$ cat config.mk
export PLATFORM = sky130hd
export DESIGN_NAME = dma_arb_top
export DESIGN_NICKNAME = d
export VERILOG_FILES = /design/src/rtl/dma_arb_pkg.sv /design/src/rtl/dma_arb_dp.sv /design/src/rtl/dma_arb_ctrl.sv /design/src/rtl/dma_arb_top.sv
export SDC_FILE = /design/constraint.sdc
export NUM_CORES = 1
export LEC_CHECK = 0
export CAP_MARGIN = 20
export CORE_UTILIZATION = 37
export DETAILED_ROUTE_END_ITERATION = 7
export PLACE_DENSITY = 0.65
export SETUP_SLACK_MARGIN = 0.3
export SLEW_MARGIN = 25
export SYNTH_ARGS = -nofsm -noshare
export SYNTH_HDL_FRONTEND = slang
export SYNTH_SLANG_ARGS = --single-unit
$ cat constraint.sdc
create_clock -name clk -period 2.66 [get_ports clk]
set_input_delay 0.798 -clock clk [delete_from_list [all_inputs] [get_ports clk]]
set_output_delay 0.798 -clock clk [all_outputs]
set_load 0.01 [all_outputs]
$ cat src/rtl/dma_arb_pkg.sv
package dma_arb_pkg;

  typedef enum logic [1:0] {
    ST_IDLE  = 2'd0,
    ST_REQ   = 2'd1,
    ST_SERVE = 2'd2
  } arbState_t;

  typedef struct packed {
    logic loadGrant;
    logic endService;
    logic eopHit;
  } arbStrobe_t;

endpackage

$ cat src/rtl/dma_arb_dp.sv
module dma_arb_dp
  import dma_arb_pkg::*;
#(
  parameter int NUM_CH = 4
) (
  input  logic              clk,
  input  logic              rstN,
  input  logic [NUM_CH-1:0] dreq,
  input  logic [NUM_CH-1:0] swReqSet,
  input  logic [NUM_CH-1:0] maskBits,
  input  logic [NUM_CH-1:0] cascadeEn,
  input  logic              dackHighSel,
  input  arbStrobe_t        strobes,
  input  logic              dackEn,
  output logic              anyReq,
  output logic              grantLive,
  output logic              grantCascade,
  output logic [NUM_CH-1:0] dackOut
);

  localparam int IDX_W = (NUM_CH > 1) ? $clog2(NUM_CH) : 1;

  logic [NUM_CH-1:0] dreqQ;
  logic [NUM_CH-1:0] swReqQ;
  logic [NUM_CH-1:0] blockedQ;
  logic [NUM_CH-1:0] liveReq;
  logic [NUM_CH-1:0] arbReq;
  logic [NUM_CH-1:0] dackInt;
  logic [IDX_W-1:0]  winner;
  logic [IDX_W-1:0]  grantCh;

  // Hardware requests are registered once before use.
  always_ff @(posedge clk or negedge rstN) begin
    if (!rstN) dreqQ <= '0;
    else       dreqQ <= dreq;
  end

  genvar g;
  generate
    for (g = 0; g < NUM_CH; g++) begin : gCh
      logic isGrant;
      assign isGrant = (grantCh == IDX_W'(g));

      // Software request: set by pulse, cleared by an EOP that ends this channel.
      always_ff @(posedge clk or negedge rstN) begin
        if (!rstN)
          swReqQ[g] <= 1'b0;
        else if (strobes.eopHit && isGrant)
          swReqQ[g] <= 1'b0;
        else if (swReqSet[g])
          swReqQ[g] <= 1'b1;
      end

      // After an EOP the channel sits out until its hardware request is seen low.
      always_ff @(posedge clk or negedge rstN) begin
        if (!rstN)
          blockedQ[g] <= 1'b0;
        else if (strobes.eopHit && isGrant)
          blockedQ[g] <= 1'b1;
        else if (!dreqQ[g])
          blockedQ[g] <= 1'b0;
      end

      assign liveReq[g] = (dreqQ[g] & ~maskBits[g]) | swReqQ[g];
      assign arbReq[g]  = liveReq[g] & ~blockedQ[g];
      assign dackInt[g] = dackEn & isGrant;
    end
  endgenerate

  // Fixed priority: lowest index wins.
  always_comb begin
    winner = '0;
    for (int i = NUM_CH - 1; i >= 0; i--) begin
      if (arbReq[i]) winner = IDX_W'(i);
    end
  end

  always_ff @(posedge clk or negedge rstN) begin
    if (!rstN)                  grantCh <= '0;
    else if (strobes.loadGrant) grantCh <= winner;
  end

  assign anyReq       = |arbReq;
  assign grantLive    = liveReq[grantCh];
  assign grantCascade = cascadeEn[grantCh];
  assign dackOut      = dackHighSel ? dackInt : ~dackInt;

  AST_DACK_ONEHOT: assert property (@(posedge clk) disable iff (!rstN)
    $onehot0(dackInt));

  AST_GRANT_HELD: assert property (@(posedge clk) disable iff (!rstN)
    (dackEn && $past(dackEn)) |-> $stable(dackInt));

  AST_LOAD_HAS_REQ: assert property (@(posedge clk) disable iff (!rstN)
    strobes.loadGrant |=> arbReq[grantCh] || liveReq[grantCh] || !dackEn);

endmodule

$ cat src/rtl/dma_arb_ctrl.sv
module dma_arb_ctrl
  import dma_arb_pkg::*;
(
  input  logic       clk,
  input  logic       rstN,
  input  logic       anyReq,
  input  logic       hlda,
  input  logic       grantLive,
  input  logic       grantCascade,
  input  logic       eopExt,
  input  logic       tcIn,
  output arbStrobe_t strobes,
  output logic       hrq,
  output logic       dackEn,
  output logic       ctrlOutEn,
  output logic       eopOut
);

  arbState_t state;
  arbState_t stateNext;

  always_comb begin
    strobes            = '0;
    strobes.loadGrant  = (state == ST_REQ) && hlda && anyReq;
    strobes.eopHit     = (state == ST_SERVE) && !grantCascade && (eopExt || tcIn);
    strobes.endService = (state == ST_SERVE) && (!grantLive || strobes.eopHit);
  end

  always_comb begin
    stateNext = state;
    unique case (state)
      ST_IDLE:  if (anyReq) stateNext = ST_REQ;
      ST_REQ: begin
        if (!anyReq)                stateNext = ST_IDLE;
        else if (strobes.loadGrant) stateNext = ST_SERVE;
      end
      ST_SERVE: if (strobes.endService) stateNext = ST_IDLE;
      default:  stateNext = ST_IDLE;
    endcase
  end

  always_ff @(posedge clk or negedge rstN) begin
    if (!rstN) state <= ST_IDLE;
    else       state <= stateNext;
  end

  assign hrq       = (state != ST_IDLE);
  assign dackEn    = (state == ST_SERVE);
  assign ctrlOutEn = dackEn && !grantCascade;
  assign eopOut    = ctrlOutEn && tcIn;

  AST_GRANT_AFTER_HLDA: assert property (@(posedge clk) disable iff (!rstN)
    $rose(dackEn) |-> $past(hlda));

  AST_CASCADE_SILENT: assert property (@(posedge clk) disable iff (!rstN)
    (dackEn && grantCascade) |-> (!ctrlOutEn && !eopOut && hrq));

  AST_CASCADE_KEEPS_BUS: assert property (@(posedge clk) disable iff (!rstN)
    (dackEn && grantCascade && grantLive) |=> dackEn);

  AST_EOP_ENDS_NORMAL: assert property (@(posedge clk) disable iff (!rstN)
    (dackEn && !grantCascade && (eopExt || tcIn)) |=> !dackEn);

endmodule

$ cat src/rtl/dma_arb_top.sv
module dma_arb_top
  import dma_arb_pkg::*;
#(
  parameter int NUM_CH = 4
) (
  input  logic              clk,
  input  logic              rstN,
  input  logic [NUM_CH-1:0] dreq,
  input  logic [NUM_CH-1:0] swReqSet,
  input  logic [NUM_CH-1:0] maskBits,
  input  logic [NUM_CH-1:0] cascadeEn,
  input  logic              dackHighSel,
  input  logic              hlda,
  input  logic              eopExt,
  input  logic              tcIn,
  output logic              hrq,
  output logic [NUM_CH-1:0] dackOut,
  output logic              ctrlOutEn,
  output logic              eopOut
);

  arbStrobe_t strobes;
  logic       anyReq;
  logic       grantLive;
  logic       grantCascade;
  logic       dackEn;

  dma_arb_ctrl u_ctrl (
    .clk          (clk),
    .rstN         (rstN),
    .anyReq       (anyReq),
    .hlda         (hlda),
    .grantLive    (grantLive),
    .grantCascade (grantCascade),
    .eopExt       (eopExt),
    .tcIn         (tcIn),
    .strobes      (strobes),
    .hrq          (hrq),
    .dackEn       (dackEn),
    .ctrlOutEn    (ctrlOutEn),
    .eopOut       (eopOut)
  );

  dma_arb_dp #(.NUM_CH(NUM_CH)) u_dp (
    .clk          (clk),
    .rstN         (rstN),
    .dreq         (dreq),
    .swReqSet     (swReqSet),
    .maskBits     (maskBits),
    .cascadeEn    (cascadeEn),
    .dackHighSel  (dackHighSel),
    .strobes      (strobes),
    .dackEn       (dackEn),
    .anyReq       (anyReq),
    .grantLive    (grantLive),
    .grantCascade (grantCascade),
    .dackOut      (dackOut)
  );

endmodule

* Word level (Yosys, flattened, before mapping)
Cells that the tools add are included.
** Storage, ports and cells
- Input port bits :: 22
- Logic and storage cells :: 102
- Flip-flop bits (word level) :: 16
** Operators by class
- Reduce and logical (&&, ||, !) cells :: 23
- $lt $le $gt $ge :: 1
- Mux-type cells :: 30
- Bitwise gates (word level) :: 25
- Equality and inequality tests :: 12
** Operators with widths (number)
- two-way mux 1 bit :: 18
- two-way mux 2 bit :: 8
- AND 1 bit :: 12
- logical AND 1 bit :: 10
- inequality test 2 bit (second input constant) :: 5
- nonzero test 2 bit :: 5
- inverter 1 bit :: 8
- == test 2 bit (second input constant) :: 3
- one-hot mux 2 bit (3 select lines) :: 1
- binary-select mux 1 bit (select 2 bit) :: 2
- == test 2 x 1 -> 1 bit (second input constant) :: 2
- logical NOT 2 bit :: 2
- two-way mux 4 bit :: 1
- inverter 4 bit :: 1
- OR 1 bit :: 4
- OR reduction 4 bit :: 1
- < comparator 2 x 3 -> 1 bit (second input constant) :: 1
- inequality test 3 bit (second input constant) :: 1
- AND reduction 3 bit :: 1
- logical NOT 1 bit :: 2
- logical OR 1 bit :: 2
- inequality test 2 x 1 -> 1 bit (second input constant) :: 1

* Logic depth before layout (Yosys ltp)
Gate-level depths: netlist (run 1).
- Depth in word-level cells :: 10
- Depth in mapped cells :: 6
- Gate-level depth less buffers :: 4

* Cells and area by module
From an unflattened synthesis (run 1), not the netlist that was laid out.
** Second synthesis, totals
- Cells, all modules :: 78
- Area total of the unflattened synthesis :: 797.0 um^2
** By module, submodules not included
- dma_arb_dp :: times used 1, area an instance 671.9 um^2, cells an instance 64
- dma_arb_ctrl :: times used 1, area an instance 125.1 um^2, cells an instance 14

* Least setup slack after synthesis (run 1)
Ideal clock, no wire load.
- Kind :: input-to-output
- From :: input cascadeEn[2]
- To :: output eopOut
- Data arrival time :: 1834 ps
- Setup slack :: 28 ps
- Data required time :: 1862 ps
- Stages on the path :: 3
- Path through :: mux2_4 a2111oi_2 and2_1
** On the way
- Word-level cells in the longest chain between the ends :: 5
** RTL lines
- start, declared :: RTL line dma_arb_top.sv:11 : input logic [NUM_CH-1:0] cascadeEn,
- binary-select mux 1 bit (select 2 bit) :: RTL line dma_arb_dp.sv:85 : assign grantCascade = cascadeEn[grantCh];
- two-way mux 1 bit (not written as such) :: RTL line dma_arb_dp.sv:85
- logical NOT 1 bit :: RTL line dma_arb_ctrl.sv:49 : assign ctrlOutEn = dackEn && !grantCascade;
- logical AND 1 bit :: RTL line dma_arb_ctrl.sv:49
- net ctrlOutEn :: RTL line dma_arb_top.sv:18 : output logic ctrlOutEn,
- logical AND 1 bit :: RTL line dma_arb_ctrl.sv:50 : assign eopOut = ctrlOutEn && tcIn;
- end, declared :: RTL line dma_arb_top.sv:19 : output logic eopOut
The timed path passes the listed nets, and every way through them passes these cells. The select of a mux whose other input is x is not followed.

* Worst setup path after layout (run 1)
- From :: input cascadeEn[2]
- To :: output eopOut
** On the way
- Word-level cells in the longest chain between the ends :: 5
** RTL lines (RTL line)
- binary-select mux 1 bit (select 2 bit) :: dma_arb_dp.sv:85
- two-way mux 1 bit (not written as such) :: dma_arb_dp.sv:85
- logical NOT 1 bit :: dma_arb_ctrl.sv:49
- logical AND 1 bit :: dma_arb_ctrl.sv:49
- logical AND 1 bit :: dma_arb_ctrl.sv:50
Every way passes these cells. The select of a mux whose other input is x is not followed.

==> impl_metrics.csv, run 1 <==
group,metric,value,unit
outcome,outcome,"completed",
placed_design,place_ws,-0.693,ns
floorplan,io_pins,29,
grt,grt_max_degree,17,
floorplan,die_w,49.0,um
layout,final_cell_mix,"clkdlybuf4s50_1 (16), dfrtp_1 (15), nor2_1 (10), a21oi_1 (7), buf_4 (7)",
critical_path,crit_path_cell_trace,"buf_6, mux2_4, a2111oi_4, and2_4, buf_6",
yosys,ys_ff_latch,16,
yosys,synth-edff-count,0,
yosys,yosys_most_used_dff,"dfrtp_1",
critical_path,worstPathArrival,1.76,ns
layout,syn2layout_area_growth,52.8,%
clocking,htree_num_levels,1,
placed_design,dp_hpwl,1350,um
clocking,clkSlewWorstSetupHoldPaths,0.09,ns
drt,wl,1810,um
critical_path,start_kind,"primary input",
yosys,synth_area,816,sq um
clocking,root_buffer,"clkbuf_4",
min_path,hp-start,"u_dp.blockedQ[3]",
critical_path,reg2regPathDepth,6,
critical_path,startpoint,"cascadeEn[2]",
layout,instances_no_fill,148,
layout,final_common_cell,"clkdlybuf4s50_1",
grt,antenna_found_initial,0,
critical_path,cp_common_cell,"buf_6",
critical_path,regToRegSetupSlack,0.80,ns
yosys,yosysTopAreaCellShare,49.1,%
sta,relSlewSlack,53.4,%
clocking,cts_buffer_depth,2,
clocking,numCtsBuffers,3,
yosys,yosys.cell_types.count,31,
yosys,yosysTopAreaCell,"dfrtp_1",
critical_path,crit_path_end_kind,"output pin",
critical_path,critPathSlowestCell,"a2111oi_4",
clocking,worstSkewPairLatency,0.28,ns
yosys,ys_seq_area_share,49.1,%
drt,drtPass1Iterations,4,
placed_design,portBuffers,28,
sta,fin_crit,2.55,ns
critical_path,r2r_end,"u_ctrl.state[1]",
drt,via_count,729,
layout,nFillCells,186,
yosys,syn_avg_cell_area,9.71,sq um
grt,grt_pass1_vias,755,
power,peakVddDrop,431,uV
layout,ff_latch_area,402,sq um
power,p_leak,0.000564,uW
sta,hold_viol_final,0,
sta,setup_ws,0.106,ns
sta,max_freq,392,MHz
grt,grt_usage,17.4,%
sta,rsz0062_at_grt,"true",
placed_design,dp.cells,138,
floorplan,die_area,0.00240,sq mm
yosys,ys_warn_count,0,
power,power_density,813,mW/mm^2
sta,drv_slew,0,
yosys,synthCells,84,
placed_design,placed_cell_area,0.00114,sq mm
sta,final.setup_skew,0.00202,ns
sta,period_share,96.0,%
drt,routed_via_density,4.93,
floorplan,die_h,49.0,um
placed_design,place_congestion,0.744,
critical_path,worst-path-max-fanout,2,
clocking,postCtsHoldBufs,0,
layout,drive_above_1_share,27.3,%
critical_path,crit_type,"in2out",
min_path,hold_path_end,"u_dp.blockedQ[3]",
layout,multi_input_area,427,sq um
floorplan,core_area,0.00202,sq mm
drt,ant_nets,0,
min_path,min_path_cells,1,
floorplan,rows,16,
yosys,syn_nets,106,
critical_path,r2r_start,"u_dp.grantCh[1]",
run,maxCapViolCount,0,
layout,antenna_cells,0,
drt,drt-initial-drc-count,11,
floorplan,start_util,40.3,%
layout,num-nets-final,144,
clocking,cts_num_sinks,16,
yosys,synthArstFlopShare,100,%
clocking,cts_tree,"yes",
critical_path,critPathMaxStageDelay,0.31,ns
min_path,hp-class,"reg2reg",
drt,drc_errors,0,
sta,setup_tns,0,ns
sta,worst_slew_pin_slew,0.697,ns
drt,wl_per_cell,12.3,um
critical_path,worstPathRequired,1.86,ns
grt,overflow,0,
grt,grt_pass1_wl,3220,um
layout,fin_area,0.00125,sq mm
yosys,synth.area.top_cells,"dfrtp_1 (49%), nor2_1 (5.5%), a21oi_1 (4.3%), nand2b_1 (3.8%), a22o_1 (3.2%)",
sta,setup_viol,0,
==> sequential cells by signal (all words and copies together) (netlist names) <==
name and count:
u_dp.swReqQ 4, u_dp.dreqQ 4, u_ctrl.state 2, u_dp.grantCh 2, u_dp.blockedQ 4
==> cell usage after synthesis, drive strengths merged, types with 2 or more instances <==
| cell | n |
|---|---|
| a21o | 2 |
| a21oi | 7 |
| a22o | 3 |
| a22oi | 2 |
| a32oi | 2 |
| buf | 2 |
| dfrtp | 16 |
| inv | 6 |
| nand2 | 3 |
| nand2b | 5 |
| nor2 | 12 |
| nor3b | 2 |
| o21ai | 3 |
| xor2 | 3 |
==> critical path: cells and delay by family <==
kind / cells / cell delay [ns]
AOI/OAI and AO/OA: 1 / 0.31
buffers and inverters: 2 / 0.18
and+or+nand+nor: 1 / 0.19
muxes: 1 / 0.27
==> final cells by class <==
cell class,count,share of cell area [%]
flip-flops and latches,16,32.2
inverters,6,1.81
repair buffers,36,26.1
clock buffers,4,2.91
multi-input cells,59,34.2
well taps,27,2.71
==> power by group <==
| part | internal (uW) | leakage, uW | total [uW] | switching, uW |
|---|---|---|---|---|
| clock | 83.1 | 0.0000210 | 156 | 72.8 |
| sequential | 298 | 0.000185 | 338 | 40.4 |
| combinational | 257 | 0.000358 | 519 | 262 |
==> repair_timing <==
action	CTS	global route
gates resized for setup	34	15
setup buffers	3	3
pin swaps	2	3
endpoints found under the setup margin	6	7
gates cloned	0	0
==> worst max-delay path by stage <==
stage / endpoint / slack (ns) / depth (start not counted)
final: eopOut / 0.11 / 5
after global routing: eopOut / 0.06 / 5
after CTS: eopOut / 0.004 / 5
after detailed placement: eopOut / -0.69 / 5
after global placement: eopOut / -0.65 / 5
after floorplan: eopOut / 0.19 / 3
==> per-layer routing <==
metal	vias to the layer above	wire length [um]	track usage [%]
met3	2	67	1.87
met1	337	834	22.4
met5	-	0	0
met4	0	14	5.88
met2	23	896	30.3
li1	367	-	-
==> cell families (layout without fill, tap and decap cells) <==
family	Yosys count	in the layout	synth area share (%)
buffers and inverters	9	46	4.75
multiplexers	1	1	1.84
AND/OR/NAND/NOR	29	29	17.9
flip-flops	16	16	49.1
AO/OA/AOI/OAI	25	25	22.1
XOR/XNOR	4	4	4.30
==> through the flow <==
step / power (uW) / hold slack (ns) / utilization (%)
finish: 1010 / 0.503 / 61.6
global route: 1090 / 0.528 / 61.6
CTS: 968 / 0.503 / 60.5
detailed placement: 752 / 0.480 / 56.6
global placement: 746 / 0.473 / 56.6
floorplan: 594 / 0.460 / -
No activity file was read; power rests on OpenSTA's default activity.
==> run 2, diff against run 1 <==
SETUP_SLACK_MARGIN = 0.02   (was 0.3)
SYNTH_HIERARCHICAL = 1   (was unset)
==> impl_metrics.csv, run 2 <==
group,metric,value,unit
drt,ant_nets,0,
sta,relSlewSlack,53.9,%
floorplan,die_area,0.00233,sq mm
floorplan,die_w,48.3,um
clocking,clkSlewWorstSetupHoldPaths,0.09,ns
sta,drv_slew,0,
critical_path,worst-path-max-fanout,3,
sta,rsz0062_at_grt,"false",
layout,drive_above_1_share,16.4,%
layout,finalCoreUtilization,58.3,%
sta,setup_viol,0,
layout,final_cell_mix,"clkdlybuf4s50_1 (17), dfrtp_1 (16), nand2_1 (8), nor2_1 (6)",
clocking,postCtsHoldBufs,0,
drt,drt-initial-drc-count,7,
sta,holdWs,0.478,ns
floorplan,core_area,0.00198,sq mm
sta,max_freq,387,MHz
placed_design,dp_hpwl,1290,um
drt,via_count,674,
sta,worst_slew_pin_slew,0.689,ns
critical_path,worstPathRequired,1.86,ns
layout,num-nets-final,134,
clocking,htree_num_levels,1,
critical_path,crit_path_end_kind,"output pin",
yosys,synthCells,77,
yosys,ys_warn_count,6,
floorplan,rows,16,
grt,antenna_found_initial,0,
floorplan,die_h,48.3,um
grt,grt_pass1_wl,2460,um
sta,period_share,97.0,%
grt,grt_usage,15.6,%
layout,antenna_cells,0,
clocking,root_buffer,"clkbuf_4",
sta,fin_crit,2.58,ns
grt,overflow,0,
outcome,outcome,"completed",
grt,grt_busiest_layer,"met2",
drt,drtPass1Iterations,4,
grt,grt_max_degree,17,
clocking,worstSkewPairLatency,0.28,ns
yosys,syn_avg_cell_area,10.3,sq um
run,maxCapViolCount,0,
drt,wl,1690,um
drt,routed_via_density,4.92,
grt,use_met3,4.44,%
yosys,synth_area,792,sq um
drt,wl_per_cell,12.3,um
grt,grt_pass1_vias,566,
power,p_leak,0.000521,uW
clocking,cts_tree,"yes",
grt,use_met2,23.5,%
clocking,cts_buffer_depth,2,
critical_path,crit_type,"in2out",
floorplan,io_pins,29,
clocking,cts_num_sinks,16,
sta,final.setup_skew,0.0105,ns
critical_path,worstPathArrival,1.78,ns
yosys,syn_nets,99,
min_path,hp-class,"reg2reg",
critical_path,start_kind,"primary input",
drt,drc_errors,0,
power,power_density,609,mW/mm^2
grt,grt_use_met1,21.8,%
layout,reg_top3,"u_dp/blockedQ (4), u_dp/dreqQ (4), u_dp/swReqQ (4)",
layout,syn2layout_area_growth,45.8,%
placed_design,portBuffers,28,
sta,hold_viol_final,0,
layout,final_common_cell,"clkdlybuf4s50_1",
clocking,numCtsBuffers,3,
floorplan,start_util,40.0,%
placed_design,place_congestion,0.761,
power,peakVddDrop,331,uV
==> run 2: final timing paths <==
kind | start | end | slack, ns | cells past startpoint
min in group asynchronous | rstN | u_ctrl/state[0] | 0.93 | 1
worst min register to register | u_ctrl/state[0] | u_ctrl/state[0] | 0.48 | 1
worst min-delay path | u_ctrl/state[0] | u_ctrl/state[0] | 0.48 | 1
worst max register to register | u_dp/grantCh[0] | u_dp/swReqQ[0] | 0.87 | 5
worst max-delay path | cascadeEn[3] | eopOut | 0.08 | 4
max in group asynchronous | rstN | u_dp/swReqQ[2] | 1.29 | 1
==> run 2: layout make-up <==
class | instances | area, sq um
inverters | 6 | 22.5
clock buffers | 3 | 22.5
flip-flops and latches | 16 | 400
fillers | 195 | 827
well taps | 27 | 33.8
multi-input cells | 53 | 373
repair buffers | 32 | 303
==> run 2: worst max-delay path, cell delays in order <==
cell and delay, ns:
clkdlybuf4s15_1 0.16, mux4_2 0.50, nor3b_2 0.17, buf_2 0.15
==> run 2: through the flow <==
step | setup slack [ns] | instance area [sq um] | setup TNS (ns) | total power [uW] | cells
6_report | 0.0787 | 1150 | 0 | 704 | 137
5_1_grt | 0.0490 | 1150 | 0 | 755 | 137
4_1_cts | 0.0128 | 1150 | 0 | 715 | 137
3_5_place_dp | -0.598 | 1130 | -2.05 | 592 | 134
3_3_place_gp | -0.561 | 1130 | -1.94 | 587 | 134
2_1_floorplan | 0.261 | 792 | 0 | 465 | 77
==> run 2: repair_timing <==
action | 4_1_cts | 5_1_grt
pin swaps | 1 | 1
setup buffers | 0 | 0
gates resized for setup | 21 | 4
setup endpoints to repair | 6 | 3
==> run 2: metal layers <==
| layer | up-vias | part of all wire (%) |
|---|---|---|
| met2 | 18 | 50 |
| met3 | 0 | 4.1 |
| met4 | 0 | 0 |
| met5 | - | 0 |
| met1 | 323 | 46 |
| li1 | 333 | - |
==> run 2: power by group <==
group          total, uW  switching, uW  internal [uW]  leakage [uW]
combinational        273            124            149      0.000317
clock                121           68.4           52.5     0.0000138
sequential           310           29.5            281      0.000189
total                704            221            482      0.000521
==> run 3, diff against run 2 <==
--- a/constraint.sdc
+++ b/constraint.sdc
@@ -3,2 +3,2 @@
 set_output_delay 0.798 -clock clk [all_outputs]
-set_load 0.01 [all_outputs]
+set_load 0.1 [all_outputs]
==> impl_metrics.csv, run 3 (synthesis results as in run 2) <==
group,metric,value,unit
outcome,outcome,"completed",
layout,fin_area,0.00128,sq mm
floorplan,die_w,48.3,um
placed_design,portBuffers,28,
power,power_density,729,mW/mm^2
floorplan,die_h,48.3,um
power,peakVddDrop,544,uV
critical_path,crit_path_end_kind,"output pin",
sta,drv_slew,0,
power,p_leak,0.000557,uW
placed_design,place_congestion,0.776,
run,maxCapViolCount,0,
clocking,numCtsBuffers,3,
sta,rsz0062_at_grt,"true",
critical_path,critPathSlowestCell,"mux4_2",
layout,final_cell_mix,"clkdlybuf4s50_1 (16), dfrtp_1 (16), nand2_1 (8), buf_12 (6)",
layout,num-nets-final,134,
floorplan,core_area,0.00198,sq mm
floorplan,start_util,40.0,%
layout,syn2layout_area_growth,61.5,%
clocking,cts_buffer_depth,2,
grt,antenna_found_initial,0,
grt,grt_pass1_vias,684,
critical_path,crit_type,"in2out",
layout,reg_top3,"u_dp/blockedQ (4), u_dp/dreqQ (4), u_dp/swReqQ (4)",
power,power,932,uW
critical_path,worstPathArrival,1.84,ns
sta,max_freq,379,MHz
grt,grt_pass1_wl,2620,um
min_path,hp-class,"reg2reg",
clocking,postCtsHoldBufs,0,
sta,setup_ws,0.0233,ns
critical_path,worstPathRequired,1.86,ns
drt,wl_per_cell,11.5,um
layout,antenna_cells,0,
floorplan,die_area,0.00233,sq mm
drt,routed_via_density,5.13,
sta,hold_viol_final,0,
layout,drive_above_1_share,27.3,%
clocking,worstSkewPairLatency,0.27,ns
critical_path,start_kind,"primary input",
drt,ant_nets,0,
drt,drc_errors,0,
drt,drt-initial-drc-count,9,
placed_design,placed_cell_area,0.00123,sq mm
sta,period_share,99.1,%
drt,drtPass1Iterations,4,
clocking,cts_num_sinks,16,
critical_path,crit_path_cell_trace,"buf_6, mux4_2, nor3b_4, buf_12",
sta,setup_viol,0,
clocking,htree_num_levels,1,
sta,final.setup_skew,0.00546,ns
clocking,clkSlewWorstSetupHoldPaths,0.08,ns
critical_path,worst-path-max-fanout,3,
clocking,cts_tree,"yes",
clocking,root_buffer,"clkbuf_4",
critical_path,critPathMaxStageDelay,0.52,ns
drt,via_count,703,
floorplan,rows,16,
sta,relSlewSlack,55.2,%
sta,worst_slew_pin_slew,0.669,ns
grt,grt_max_degree,17,
sta,fin_crit,2.64,ns
critical_path,critPathTopFamily,"multiplexers",
floorplan,io_pins,29,
placed_design,place_ws,-0.293,ns
critical_path,critPathBufInv,2,
placed_design,dp_hpwl,1290,um
grt,grt_usage,16.3,%
drt,wl,1570,um
grt,overflow,0,
run 3: final timing paths:
path,start,endpoint,slack (ns),depth (start not counted)
worst max-delay path,cascadeEn[3],eopOut,0.02,4
worst min-delay path,u_dp/dreqQ[0],u_dp/blockedQ[0],0.47,1
worst max register to register,u_dp/grantCh[0],u_dp/swReqQ[0],0.87,5
worst min register to register,u_dp/dreqQ[0],u_dp/blockedQ[0],0.47,1
max in group asynchronous,rstN,u_dp/swReqQ[3],1.31,1
min in group asynchronous,rstN,u_dp/dreqQ[3],0.93,1
run 3: power by group:
group | total, uW | internal [uW] | leakage [uW] | switching [uW]
combinational | 507 | 198 | 0.000353 | 309
clock | 118 | 52.4 | 0.0000138 | 65.2
sequential | 308 | 281 | 0.000189 | 27.4
run 3: final cells by class:
type / count / area [sq um]
flip-flops and latches: 16 / 400
fillers: 153 / 703
inverters: 6 / 22.5
well taps: 27 / 33.8
multi-input cells: 53 / 427
repair buffers: 32 / 373
clock buffers: 3 / 22.5
run 3: what timing repair did:
action / CTS / global route
resized for setup: 13 / 6
pin swaps: 1 / 1
setup endpoints to repair: 2 / 3
buffers inserted: 0 / 0
run 3: stage by stage:
step | utilization [%] | hold slack [ns] | setup TNS [ns] | cells
global route | 64.5 | 0.507 | -0.0105 | 137
global placement | 62.0 | 0.451 | -0.517 | 134
finish | 64.5 | 0.470 | 0 | 137
floorplan | - | 0.435 | -0.576 | 77
CTS | 62.4 | 0.475 | -0.00189 | 137
detailed placement | 62.0 | 0.456 | -0.525 | 134
run 3: layer usage:
| layer | global-route usage (%) | vias up | share of wire (%) |
|---|---|---|---|
| met5 | 0 | - | 0 |
| met4 | 6.67 | 0 | 1.5 |
| li1 | - | 337 | - |
| met3 | 4.07 | 4 | 7.0 |
| met1 | 19.3 | 337 | 42 |
| met2 | 28.3 | 25 | 49 |
